## src/rtl/exc_pkg.sv

```systemverilog
// Package: shared constants for the exception flush controller.
// Assumes stage index 0 is the youngest stage (fetch) and rises with age.
package exc_pkg;

    localparam int unsigned CODE_W   = 5;   // width of a reason code
    localparam int unsigned CAUSE_W  = 32;  // width of the cause word
    localparam int unsigned CODE_LSB = 2;   // position of the code in the cause word

    // Reason codes carried in the cause word
    typedef enum logic [CODE_W-1:0] {
        EXC_FETCH_PF = 5'h01,
        EXC_DATA_PF  = 5'h02,
        EXC_ADDR_ERR = 5'h04,
        EXC_SYSCALL  = 5'h08,
        EXC_UNDEF_OP = 5'h0A,
        EXC_OVERFLOW = 5'h0C,
        EXC_DIV_ZERO = 5'h0D
    } exc_code_e;

    // Stage indices in program-age order
    typedef enum logic [1:0] {
        STG_FETCH  = 2'd0,
        STG_DECODE = 2'd1,
        STG_EXEC   = 2'd2,
        STG_MEMORY = 2'd3
    } stage_e;

endpackage

```

## src/rtl/exc_oldest_pick.sv

```systemverilog
// Module: exc_oldest_pick
// Picks the oldest stage holding a valid instruction with a raised
// exception flag, and returns its index, reason code and PC.
// Assumes a higher stage index means an older instruction.
module exc_oldest_pick #(
    parameter int NUM_STG = 4,
    parameter int PC_W    = 32,
    parameter int CODE_W  = 5,
    parameter int IDX_W   = $clog2(NUM_STG)
) (
    input  logic                      clk,
    input  logic                      rst_n,
    input  logic [NUM_STG-1:0]        valid_i,
    input  logic [NUM_STG-1:0]        exc_i,
    input  logic [NUM_STG*CODE_W-1:0] code_i,
    input  logic [NUM_STG*PC_W-1:0]   pc_i,
    output logic                      take_o,
    output logic [IDX_W-1:0]          idx_o,
    output logic [CODE_W-1:0]         code_o,
    output logic [PC_W-1:0]           pc_o
);

    logic [NUM_STG-1:0] raised;
    logic [CODE_W-1:0]  lane_code [NUM_STG];
    logic [PC_W-1:0]    lane_pc   [NUM_STG];

    // Unpack each stage's lane and qualify its flag with valid
    for (genvar gi = 0; gi < NUM_STG; gi++) begin : g_lane
        assign raised[gi]    = valid_i[gi] & exc_i[gi];
        assign lane_code[gi] = code_i[gi*CODE_W +: CODE_W];
        assign lane_pc[gi]   = pc_i[gi*PC_W +: PC_W];
    end

    // Scan from youngest to oldest; a later (older) hit overrides an earlier one
    always_comb begin
        take_o = 1'b0;
        idx_o  = '0;
        code_o = '0;
        pc_o   = '0;
        for (int i = 0; i < NUM_STG; i++) begin
            if (raised[i]) begin
                take_o = 1'b1;
                idx_o  = IDX_W'(i);
                code_o = lane_code[i];
                pc_o   = lane_pc[i];
            end
        end
    end

    AST_TAKE_IS_VALID: assert property (@(posedge clk) disable iff (!rst_n)
        take_o |-> (valid_i[idx_o] && exc_i[idx_o]));
    AST_NO_OLDER_PENDING: assert property (@(posedge clk) disable iff (!rst_n)
        take_o |-> (((raised >> idx_o) >> 1) == '0));
    AST_IDLE_WHEN_NONE: assert property (@(posedge clk) disable iff (!rst_n)
        ((valid_i & exc_i) == '0) |-> !take_o);

endmodule

```

## src/rtl/exc_flush_mask.sv

```systemverilog
// Module: exc_flush_mask
// Builds the per-stage flush vector: the chosen stage and every younger
// stage are flushed, every older stage is left running.
// Assumes idx_i is meaningful only while take_i is high.
module exc_flush_mask #(
    parameter int NUM_STG = 4,
    parameter int IDX_W   = $clog2(NUM_STG)
) (
    input  logic               clk,
    input  logic               rst_n,
    input  logic               take_i,
    input  logic [IDX_W-1:0]   idx_i,
    output logic [NUM_STG-1:0] flush_o
);

    // One comparator per stage: flush when at or younger than the faulting stage
    for (genvar gi = 0; gi < NUM_STG; gi++) begin : g_flush
        assign flush_o[gi] = take_i && (IDX_W'(gi) <= idx_i);
    end

    AST_FLUSH_CONTIGUOUS: assert property (@(posedge clk) disable iff (!rst_n)
        (flush_o & (flush_o + 1'b1)) == '0);
    AST_FLUSH_HITS_FAULT: assert property (@(posedge clk) disable iff (!rst_n)
        take_i |-> (flush_o[idx_i] && flush_o[0]));
    AST_NO_FLUSH_IDLE: assert property (@(posedge clk) disable iff (!rst_n)
        !take_i |-> (flush_o == '0));

endmodule

```

## src/rtl/exc_status_regs.sv

```systemverilog
// Module: exc_status_regs
// Holds the exception PC and the cause word, loads both when an exception
// is taken, and drives a combinational read port for move-from reads.
// Assumes a synchronous active-low reset.
module exc_status_regs
    import exc_pkg::*;
#(
    parameter int PC_W = 32,
    parameter int RD_W = (PC_W > int'(CAUSE_W)) ? PC_W : int'(CAUSE_W)
) (
    input  logic              clk,
    input  logic              rst_n,
    input  logic              take_i,
    input  logic [CODE_W-1:0] code_i,
    input  logic [PC_W-1:0]   pc_i,
    input  logic              rd_sel_i,
    output logic [RD_W-1:0]   rd_data_o
);

    logic [PC_W-1:0]    epc_q;
    logic [CAUSE_W-1:0] cause_q;
    logic [CAUSE_W-1:0] cause_d;

    // Place the reason code into its field with all other bits zero
    always_comb begin
        cause_d = '0;
        cause_d[CODE_LSB +: CODE_W] = code_i;
    end

    // Load both registers on a taken exception, clear them on reset
    always_ff @(posedge clk) begin
        if (!rst_n) begin
            epc_q   <= '0;
            cause_q <= '0;
        end else if (take_i) begin
            epc_q   <= pc_i;
            cause_q <= cause_d;
        end
    end

    // Read port selects the register for a move-from instruction
    always_comb begin
        if (rd_sel_i) rd_data_o = RD_W'(cause_q);
        else          rd_data_o = RD_W'(epc_q);
    end

    AST_RESET_CLEARS: assert property (@(posedge clk)
        !rst_n |=> (epc_q == '0 && cause_q == '0));
    AST_EPC_HOLDS: assert property (@(posedge clk) disable iff (!rst_n)
        !take_i |=> $stable(epc_q));
    AST_CAUSE_HOLDS: assert property (@(posedge clk) disable iff (!rst_n)
        !take_i |=> $stable(cause_q));

endmodule

```

## src/rtl/exc_flush_ctrl.sv

```systemverilog
// Module: exc_flush_ctrl (top)
// Precise-exception controller for a five-stage in-order pipeline.
// Chooses the oldest faulting stage, flushes it and all younger stages,
// redirects fetch to HANDLER_ADDR and records the PC and cause.
// Assumes stage 0 = fetch .. 3 = memory; writeback never faults.
module exc_flush_ctrl
    import exc_pkg::*;
#(
    parameter int              NUM_STG      = 4,
    parameter int              PC_W         = 32,
    parameter logic [PC_W-1:0] HANDLER_ADDR = 32'h8000_0180,
    localparam int             IDX_W        = $clog2(NUM_STG),
    localparam int             RD_W         = (PC_W > int'(CAUSE_W)) ? PC_W : int'(CAUSE_W)
) (
    input  logic                      clk,
    input  logic                      rst_n,
    input  logic [NUM_STG-1:0]        stg_valid_i,
    input  logic [NUM_STG-1:0]        stg_exc_i,
    input  logic [NUM_STG*CODE_W-1:0] stg_code_i,
    input  logic [NUM_STG*PC_W-1:0]   stg_pc_i,
    input  logic                      rd_sel_i,
    output logic [NUM_STG-1:0]        flush_o,
    output logic                      redirect_o,
    output logic [PC_W-1:0]           redirect_pc_o,
    output logic [RD_W-1:0]           rd_data_o
);

    logic              take;
    logic [IDX_W-1:0]  sel_idx;
    logic [CODE_W-1:0] sel_code;
    logic [PC_W-1:0]   sel_pc;

    exc_oldest_pick #(
        .NUM_STG (NUM_STG),
        .PC_W    (PC_W),
        .CODE_W  (CODE_W),
        .IDX_W   (IDX_W)
    ) u_pick (
        .clk     (clk),
        .rst_n   (rst_n),
        .valid_i (stg_valid_i),
        .exc_i   (stg_exc_i),
        .code_i  (stg_code_i),
        .pc_i    (stg_pc_i),
        .take_o  (take),
        .idx_o   (sel_idx),
        .code_o  (sel_code),
        .pc_o    (sel_pc)
    );

    exc_flush_mask #(
        .NUM_STG (NUM_STG),
        .IDX_W   (IDX_W)
    ) u_mask (
        .clk     (clk),
        .rst_n   (rst_n),
        .take_i  (take),
        .idx_i   (sel_idx),
        .flush_o (flush_o)
    );

    exc_status_regs #(
        .PC_W (PC_W),
        .RD_W (RD_W)
    ) u_regs (
        .clk       (clk),
        .rst_n     (rst_n),
        .take_i    (take),
        .code_i    (sel_code),
        .pc_i      (sel_pc),
        .rd_sel_i  (rd_sel_i),
        .rd_data_o (rd_data_o)
    );

    // Fetch redirect: the PC register loads the handler at the next edge
    assign redirect_o    = take;
    assign redirect_pc_o = HANDLER_ADDR;

    AST_REDIRECT_FLUSHES_FETCH: assert property (@(posedge clk) disable iff (!rst_n)
        redirect_o |-> flush_o[STG_FETCH]);
    AST_FLUSH_MEANS_REDIRECT: assert property (@(posedge clk) disable iff (!rst_n)
        (flush_o != '0) |-> redirect_o);

endmodule

```

## config.mk

```make
export PLATFORM = sky130hd
export DESIGN_NAME = exc_flush_ctrl
export DESIGN_NICKNAME = d
export VERILOG_FILES = /design/src/rtl/exc_pkg.sv /design/src/rtl/exc_oldest_pick.sv /design/src/rtl/exc_flush_mask.sv /design/src/rtl/exc_status_regs.sv /design/src/rtl/exc_flush_ctrl.sv
export SDC_FILE = /design/constraint.sdc
export NUM_CORES = 1
export LEC_CHECK = 0
export ABC_AREA = 0
export ABC_CLOCK_PERIOD_IN_PS = 1800
export CAP_MARGIN = 20
export CELL_PAD_IN_SITES_DETAIL_PLACEMENT = 1
export CELL_PAD_IN_SITES_GLOBAL_PLACEMENT = 1
export CORE_MARGIN = 2
export CORE_UTILIZATION = 44
export DETAILED_ROUTE_END_ITERATION = 8
export DONT_BUFFER_PORTS = 1
export GPL_ROUTABILITY_DRIVEN = 1
export PLACE_DENSITY_LB_ADDON = 0.1
export REMOVE_ABC_BUFFERS = 1
export SLEW_MARGIN = 25
export SYNTH_ARGS = -nofsm -noshare
export SYNTH_HDL_FRONTEND = slang
export SYNTH_HIERARCHICAL = 1
export SYNTH_SLANG_ARGS = --single-unit
```

## constraint.sdc

```tcl
create_clock -name clk -period 1.8 [get_ports clk]
set_input_delay 0.27 -clock clk [delete_from_list [all_inputs] [get_ports clk]]
set_output_delay 0.27 -clock clk [all_outputs]
set_load 0.02 [all_outputs]
```

==> results of run 1 <==
==> path summary, 6_finish.rpt <==
path | startpoint | end
min reg2reg | u_regs/epc_q[1]$_SDFFE_PN0P_ | u_regs/epc_q[1]$_SDFFE_PN0P_
min | rst_n | u_regs/cause_q[5]$_SDFFE_PN0P_
max reg2reg | u_regs/epc_q[15]$_SDFFE_PN0P_ | u_regs/epc_q[15]$_SDFFE_PN0P_
max | stg_valid_i[1] | flush_o[3]
==> cells by family (layout without fill, tap and decap cells) <==
| family | Yosys count | in the layout | synth area share |
|---|---|---|---|
| and+or+nand+nor | 187 | 187 | 0.297 |
| DFF | 37 | 37 | 0.223 |
| AOI/OAI and AO/OA | 76 | 76 | 0.144 |
| other | 2 | 32 | 0.00226 |
| buffers and inverters | 70 | 21 | 0.205 |
| muxes | 42 | 42 | 0.128 |
==> worst max-delay path: stages <==
cell,delay (ns)
and2_2,0.19
or3_2,0.60
and3_1,0.33
==> stage by stage <==
step / util / cells / TNS, ns / hold WS (ns) / setup WS (ns)
finish: 0.419 / 494 / 0 / 0.120 / 0.128
global route: 0.419 / 494 / 0 / 0.107 / 0.113
CTS: 0.419 / 494 / 0 / 0.115 / 0.128
detailed placement: 0.408 / 486 / 0 / 0.412 / 0.0719
global placement: 0.408 / 486 / 0 / 0.404 / 0.127
floorplan: - / 374 / -51.52 / 0.398 / -1.46
==> layer usage <==
layer / track usage / vias to the layer above
met1: 0.274 / 1379
met3: 0.0526 / 17
met2: 0.423 / 146
met4: 0.0720 / 0
met5: 0 / -
li1: - / 1334
==> layout make-up <==
type                            instances  area share
Clock buffer                            8      0.0262
Timing Repair Buffer                   13      0.0319
Multi-Input combinational cell        337       0.659
Sequential cell                        37       0.242
Tap cell                               99      0.0405
==> state kept, by name, summed over array words and instances (netlist names) <==
register        flops
u_regs/cause_q      5
u_regs/epc_q       32
==> power by group through the flow <==
stage,combinational (uW),sequential (uW),clock [uW]
floorplan,539,932,0
global placement,660,940,0
detailed placement,674,944,0
CTS,674,926,575
global route,735,936,618
finish,673,926,561
==> Yosys cell counts <==
cell type,n
o21a_1,1
buf_4,34
conb_1,2
nor2_1,37
buf_2,2
a21oi_1,28
and2_2,4
clkbuf_1,5
nand3_1,74
and2_1,1
buf_6,8
a22oi_4,1
and2b_1,8
nor2b_1,56
buf_8,1
a31oi_1,37
mux2_2,5
or3_1,1
nand2_1,5
a21oi_2,9
buf_12,3
dfxtp_1,37
mux2i_1,37
clkbuf_8,17
and3_1,1
==> results.toml, run 1 <==
[power_and_ir_drop]
p_switching_uw = 748
powerDensity_nw_per_um2 = 706
p_sw_frac = 0.347
pwr-share-clk = 0.260
p_leak_uw = 0.00127
p_int_uw = 1410
irDropWorstVdd_mv = 0.264
total_power_uw = 2160
seqPwrFrac = 0.429
combPwrFrac = 0.312

[yosys]
synth_cell_types = 25
ys_seq_area_frac = 0.223
synthCells = 414
synth_top_area_cell = "dfxtp_1"
yosysWarningCount = 6
synth_seq_cells = 37
synthTopCellsByArea = "dfxtp_1 22%, mux2i_1 11%, nand3_1 11%, nor2b_1 11%, buf_4 7.7%"
synth_top_area_frac = 0.223
syn_area_sq_um = 3320
postSynthAreaPerCell_sq_um = 8.03

[floorplan]
io_pins = 228
die_h_microns = 90.9
core_area_sq_um = 7290
die_x_microns = 90.9
start_util = 0.456
fp-row-count = 31
dieArea_sq_um = 8270

[worst_setup_path]
worstPathRequired_ns = 1.53
crit_path_end_kind = "output port"
r2r_cells = 2
critPathKind = "in2out"
r2r_slack_ns = 1.17
crit_arrival_ns = 1.40
critPathMaxFanout = 9
start_kind = "primary input"

[cts]
clk_pin_slew_ns = 0.07
clockRootBuffer = "clkbuf_8"
cts_setup_buffers = 0
htree_levels = 2
cts_sinks = 37
clk_path_buf_depth = 2
clock_latency_ns = 0.28
cts_tree = "done"
cts_made_buffers = 5
cts_resized = 0
ctsHoldBuffers = 0

[drt]
dr_wl_met2_microns = 4870
ant_nets = 0
num_vias = 2876
dr.first_iter.drc_count = 118
firstDrtPassIters = 4
wl_per_cell_microns = 20.1
top_layer_used = "met4"
vias_per_cell = 5.82
wl_met1_microns = 4060
routed-wl-met3_microns = 807
wirelength_microns = 9940
drc = 0

[finish]
multiInputGateArea_sq_um = 2020
nets = 553
area_growth_syn_to_layout_pct = -8.02
postLayoutCellArea_sq_um = 3060
final_cell_mix = "74 x nand3_1, 56 x nor2b_1"
drive_above_1_share = 0.0987
layout_commonest_cell = "nand3_1"
fill_cells = 955
antenna_cells = 0
regArea_sq_um = 741

[placed_design]
dp_hpwl_microns = 7070
placed_cell_area_sq_um = 2980
place_congestion = 0.685
io_buffers = 0

[global_routing]
grt_start_max_net_pins = 39
track_usage = 0.234
grt-ovfl-total = 0
grt_antenna_before_repair = 0
grt_first_pass_wirelength_microns = 15800
grt_pass1_vias = 3102

[sta]
post-route-min-period_ns = 1.67
clock.fmax_mhz = 598
slew_violations = 0
fin_crit_sh = 0.929
relSlewSlack = 0.399
rsz0062_at_grt = "no"
clock_skew_ns = 0
tightest_slew_ns = 0.901
setup-violations-final = 0
hold_viol_final = 0

[status]
status = "complete, no violations"

[job]
cap_violations = 0

[worst_hold_path]
min_path_type = "in2reg"
hold_depth = 1
(Power assumes the default switching activity.)
==> inputs of run 2 (changes only) <==
BUFFER_PORTS_ARGS = -buffer_cell sky130_fd_sc_hd__buf_4   (was unset)
CORE_UTILIZATION = 29   (was 44)
DONT_BUFFER_PORTS = unset   (was 1)
HOLD_SLACK_MARGIN = 0.1   (was unset)
==> run 2 against run 1 <==
Compared with the run above: count of clock-buffer cells in the layout shrank 1; sequential share of layout area shrank 8.6 points; flip-flop and latch count is the same; via count grew 24%.
==> results.toml, run 2 (synthesis results as in run 1) <==
[status]
status = "complete, no violations"

[cts]
clk_path_buf_depth = 2
htree_levels = 2
clk_pin_slew_ns = 0.06
cts_setup_buffers = 0
clockRootBuffer = "clkbuf_16"
cts_tree = "done"
cts_sinks = 37
cts_made_buffers = 5
clock_latency_ns = 0.27

[finish]
antenna_cells = 0
largest_reg_flops = 32
postLayoutCellArea_sq_um = 4730
nets = 752
fin_util = 0.418
largest_register = "u_regs/epc_q"
final_cell_mix = "207 x buf_4, 74 x nand3_1, 56 x nor2b_1"
fill_cells = 1421
area_growth_syn_to_layout_pct = 42.4
layout_commonest_cell = "buf_4"
drive_above_1_share = 0.406
top_regs = "u_regs/epc_q: 32 flops, u_regs/cause_q: 5 flops"

[power_and_ir_drop]
total_power_uw = 2910
powerDensity_nw_per_um2 = 615
irDropWorstVdd_mv = 0.340
p_leak_uw = 0.00231

[sta]
slew_violations = 0
post-route-min-period_ns = 1.72
fin_crit_sh = 0.954
setup-violations-final = 0
rsz0062_at_grt = "no"
clock.fmax_mhz = 582
hold_viol_final = 0
postLayoutSetupSlackWorst_ns = 0.0827
clock_skew_ns = 0
holdWs_ns = 0.429

[drt]
vias_per_cell = 4.84
wl_per_cell_microns = 16.5
firstDrtPassIters = 4
dr.first_iter.drc_count = 104
ant_nets = 0
wirelength_microns = 12200
drc = 0
num_vias = 3566

[worst_setup_path]
cp-startpoint = "stg_valid_i[1]"
crit_path_end_kind = "output port"
crit_arrival_ns = 1.45
r2r_slack_ns = 1.19
rr_startpoint = "u_regs/epc_q[6]$_SDFFE_PN0P_"
critPathMaxFanout = 8
start_kind = "primary input"
r2r_cells = 2
critPathKind = "in2out"
crit_end = "flush_o[3]"
worstPathRequired_ns = 1.53
timing.rr.end = "u_regs/epc_q[6]$_SDFFE_PN0P_"

[global_routing]
grt_first_pass_wirelength_microns = 19500
grt_pass1_vias = 3920
grt_start_max_net_pins = 39
grt-ovfl-total = 0
track_usage = 0.193
grt_antenna_before_repair = 0

[floorplan]
core_area_sq_um = 11300
dieArea_sq_um = 12300
die_x_microns = 111
die_h_microns = 111
fp-row-count = 39
start_util = 0.294
io_pins = 228

[placed_design]
dp_hpwl_microns = 8750
place_congestion = 0.757
io_buffers = 195
placed_cell_area_sq_um = 4560
pre_cts_slack_ns = -0.125

[worst_hold_path]
min_path_type = "in2reg"
min_from = "rst_n"

[job]
cap_violations = 0
run 2: cell types whose count changed in the layout (fill, tap and decap cells not counted):
cell | before | now
buf_4 | 13 | 207
clkinv_2 | 0 | 1
buf_6 | 0 | 2
clkbuf_8 | 5 | 2
clkbuf_16 | 0 | 5
buf_12 | 0 | 3
clkbuf_1 | 3 | 0
or3_2 | 1 | 0
or3_4 | 0 | 1
run 2: where the power goes:
group	internal, uW	leakage [uW]	switching (uW)
Sequential	893	0.000305	32.8
Clock	586	0.0000799	330
Combinational	535	0.00192	533
run 2: repair_timing:
| item | 4_1_cts | 5_1_grt |
|---|---|---|
| cloned | 0 | 0 |
| endpoints found under the setup margin | 5 | 1 |
| hold buffers | 0 | 0 |
| gates resized for setup | 1 | 2 |
run 2: worst max-delay path, cell delays in order:
cell    delay, ns
buf_4        0.11
and2_2       0.21
or3_4        0.47
and3_1       0.23
buf_4        0.16
run 2: worst min path at each step:
stage | to | slack (ns) | depth (start not counted)
2_1_floorplan | u_regs/cause_q[2]$_SDFFE_PN0P_ | 0.40 | 1
3_3_place_gp | u_regs/epc_q[7]$_SDFFE_PN0P_ | 0.49 | 2
3_5_place_dp | u_regs/epc_q[8]$_SDFFE_PN0P_ | 0.50 | 2
4_1_cts | u_regs/cause_q[4]$_SDFFE_PN0P_ | 0.44 | 2
5_1_grt | u_regs/epc_q[1]$_SDFFE_PN0P_ | 0.45 | 2
6_report | u_regs/epc_q[4]$_SDFFE_PN0P_ | 0.43 | 2
run 2: final cells by class:
class / count / area [sq um] / area share
clock buffer: 7 / 153 / 0.0322
clock inverter: 1 / 5.00 / 0.00106
multi-input combinational: 337 / 2020 / 0.427
sequential: 37 / 741 / 0.156
tap: 143 / 179 / 0.0378
timing repair buffer: 212 / 1640 / 0.346
run 2: metal layers:
layer  vias up  global-route usage  wire [microns]
met2       127               0.354            6160
met4         0              0.0444             184
met3        16              0.0525             836
met5         -                   0               0
met1      1693               0.222            4960
li1       1730                   -               -
run 2: stage by stage:
step / std cells / TNS, ns
2_1_floorplan: 374 / -51.52
6_report: 737 / 0
5_1_grt: 737 / 0
4_1_cts: 737 / 0
3_5_place_dp: 729 / -2.76
3_3_place_gp: 729 / -2.32
==> inputs of run 3 (changes only) <==
ABC_CLOCK_PERIOD_IN_PS = 2090   (was 1800)
CAP_MARGIN = 5   (was 20)
CORE_UTILIZATION = 31   (was 29)
clock period = 2.09 ns   (was 1.8 ns; I/O delays follow)
==> run 3 against run 2 <==
Compared with the run above: register-to-register slack better by 0.28 ns; critical path depth up 1; cell count down 2.6%; sequential share of layout area up 0.64 points; combinational power down 16%; clock power down 45%; die area down 6.2%; count of clock-buffer cells in the layout unchanged; total power down 25%; global-route usage up 1.1 points; worst hold slack better by 0.015 ns.
==> results.toml, run 3 (synthesis results as in run 1) <==
[status]
status = "complete, no violations"

[drt]
ant_nets = 0
drc = 0
wl_per_cell_microns = 16.6
vias_per_cell = 4.96
wirelength_microns = 11900
num_vias = 3561
firstDrtPassIters = 4
dr.first_iter.drc_count = 139

[cts]
cts_resized = 0
clockRootBuffer = "clkbuf_8"
cts_sinks = 37
clock_latency_ns = 0.29
cts_setup_buffers = 0
clk_path_buf_depth = 2
clk_pin_slew_ns = 0.07
htree_levels = 2
cts_tree = "done"
cts_made_buffers = 5
ctsHoldBuffers = 0

[worst_setup_path]
crit_path_top_delay_cell = "or3_2"
cp_cell_sequence = "buf_4 > nand2_1 > nand2_1 > or3_2 > buf_12 > buf_4"
start_kind = "primary input"
r2r_slack_ns = 1.47
slowest_delay_ns = 0.49
critPathKind = "in2out"
crit_arrival_ns = 1.64
worstPathRequired_ns = 1.78
critPathMaxFanout = 39
crit_path_end_kind = "output port"

[power_and_ir_drop]
powerDensity_nw_per_um2 = 482
total_power_uw = 2190
p_leak_uw = 0.00221
irDropWorstVdd_mv = 0.259

[sta]
tightest_slew_ns = 0.946
hold_viol_final = 0
rsz0062_at_grt = "no"
relSlewSlack = 0.369
fin_crit_sh = 0.937
post-route-min-period_ns = 1.96
setup-violations-final = 0
clock_skew_ns = 0
tns_ns = 0
clock.fmax_mhz = 511
slew_violations = 0

[global_routing]
grt_antenna_before_repair = 0
track_usage = 0.204
grt_start_max_net_pins = 40
grt-ovfl-total = 0
grt_pass1_vias = 3774
grt_first_pass_wirelength_microns = 18800

[finish]
layout.cells.non_filler = 718
multiInputGateArea_sq_um = 2020
regArea_sq_um = 741
antenna_cells = 0
fill_cells = 1323
largest_register = "u_regs/epc_q"
layout_commonest_cell = "buf_4"
area_growth_syn_to_layout_pct = 36.8
largest_reg_flops = 32
fin_util = 0.438
nets = 741
final_cell_mix = "199 x buf_4, 74 x nand3_1, 56 x nor2b_1"
top_regs = "u_regs/epc_q: 32 flops, u_regs/cause_q: 5 flops"
drive_above_1_share = 0.392

[floorplan]
die_h_microns = 108
io_pins = 228
die_x_microns = 108
dieArea_sq_um = 11600
fp-row-count = 37
core_area_sq_um = 10400
start_util = 0.321

[placed_design]
dp_cells = 711
io_buffers = 195
place_congestion = 0.720
dp_hpwl_microns = 8310

[job]
cap_violations = 0

[worst_hold_path]
min_path_type = "in2reg"
==> run 3: path summary, 6_finish.rpt <==
check | start | endpoint | cells after the start
hold / removal | rst_n | u_regs/epc_q[29]$_SDFFE_PN0P_ | 2
setup reg to reg | u_regs/epc_q[19]$_SDFFE_PN0P_ | u_regs/epc_q[19]$_SDFFE_PN0P_ | 2
setup / recovery | stg_valid_i[3] | redirect_o | 6
hold reg to reg | u_regs/epc_q[0]$_SDFFE_PN0P_ | u_regs/epc_q[0]$_SDFFE_PN0P_ | 2
==> run 3: where the power goes <==
part	internal (uW)	switching, uW
logic	441	454
registers	768	27.3
clock network	262	240
==> run 3: per-stage QoR <==
| step | setup WS, ns | instance area (sq um) | hold slack (ns) |
|---|---|---|---|
| global route | 0.0661 | 4550 | 0.466 |
| global placement | 0.158 | 4460 | 0.489 |
| CTS | 0.143 | 4550 | 0.447 |
| detailed placement | 0.127 | 4460 | 0.495 |
| floorplan | -1.26 | 2750 | 0.442 |
| finish | 0.132 | 4550 | 0.444 |
==> run 3: area by class of cell <==
type	count	area share
clock buffers	7	0.0190
flip-flops and latches	37	0.163
well taps	136	0.0374
repair buffers	201	0.337
multi-input cells	337	0.443
==> run 3: worst max-delay path: cells and delay by family <==
kind / cells / cell delay, ns
and+or+nand+nor: 3 / 0.78
buffers and inverters: 3 / 0.53
==> run 3: per-layer routing <==
metal / part of all wire / global-route usage / routed length (microns) / vias to the layer above
met5: 0 / 0 / 0 / -
met4: 0.011 / 0.0440 / 131 / 0
met3: 0.090 / 0.0569 / 1070 / 9
met2: 0.47 / 0.350 / 5590 / 165
met1: 0.43 / 0.253 / 5150 / 1675
li1: - / - / - / 1712
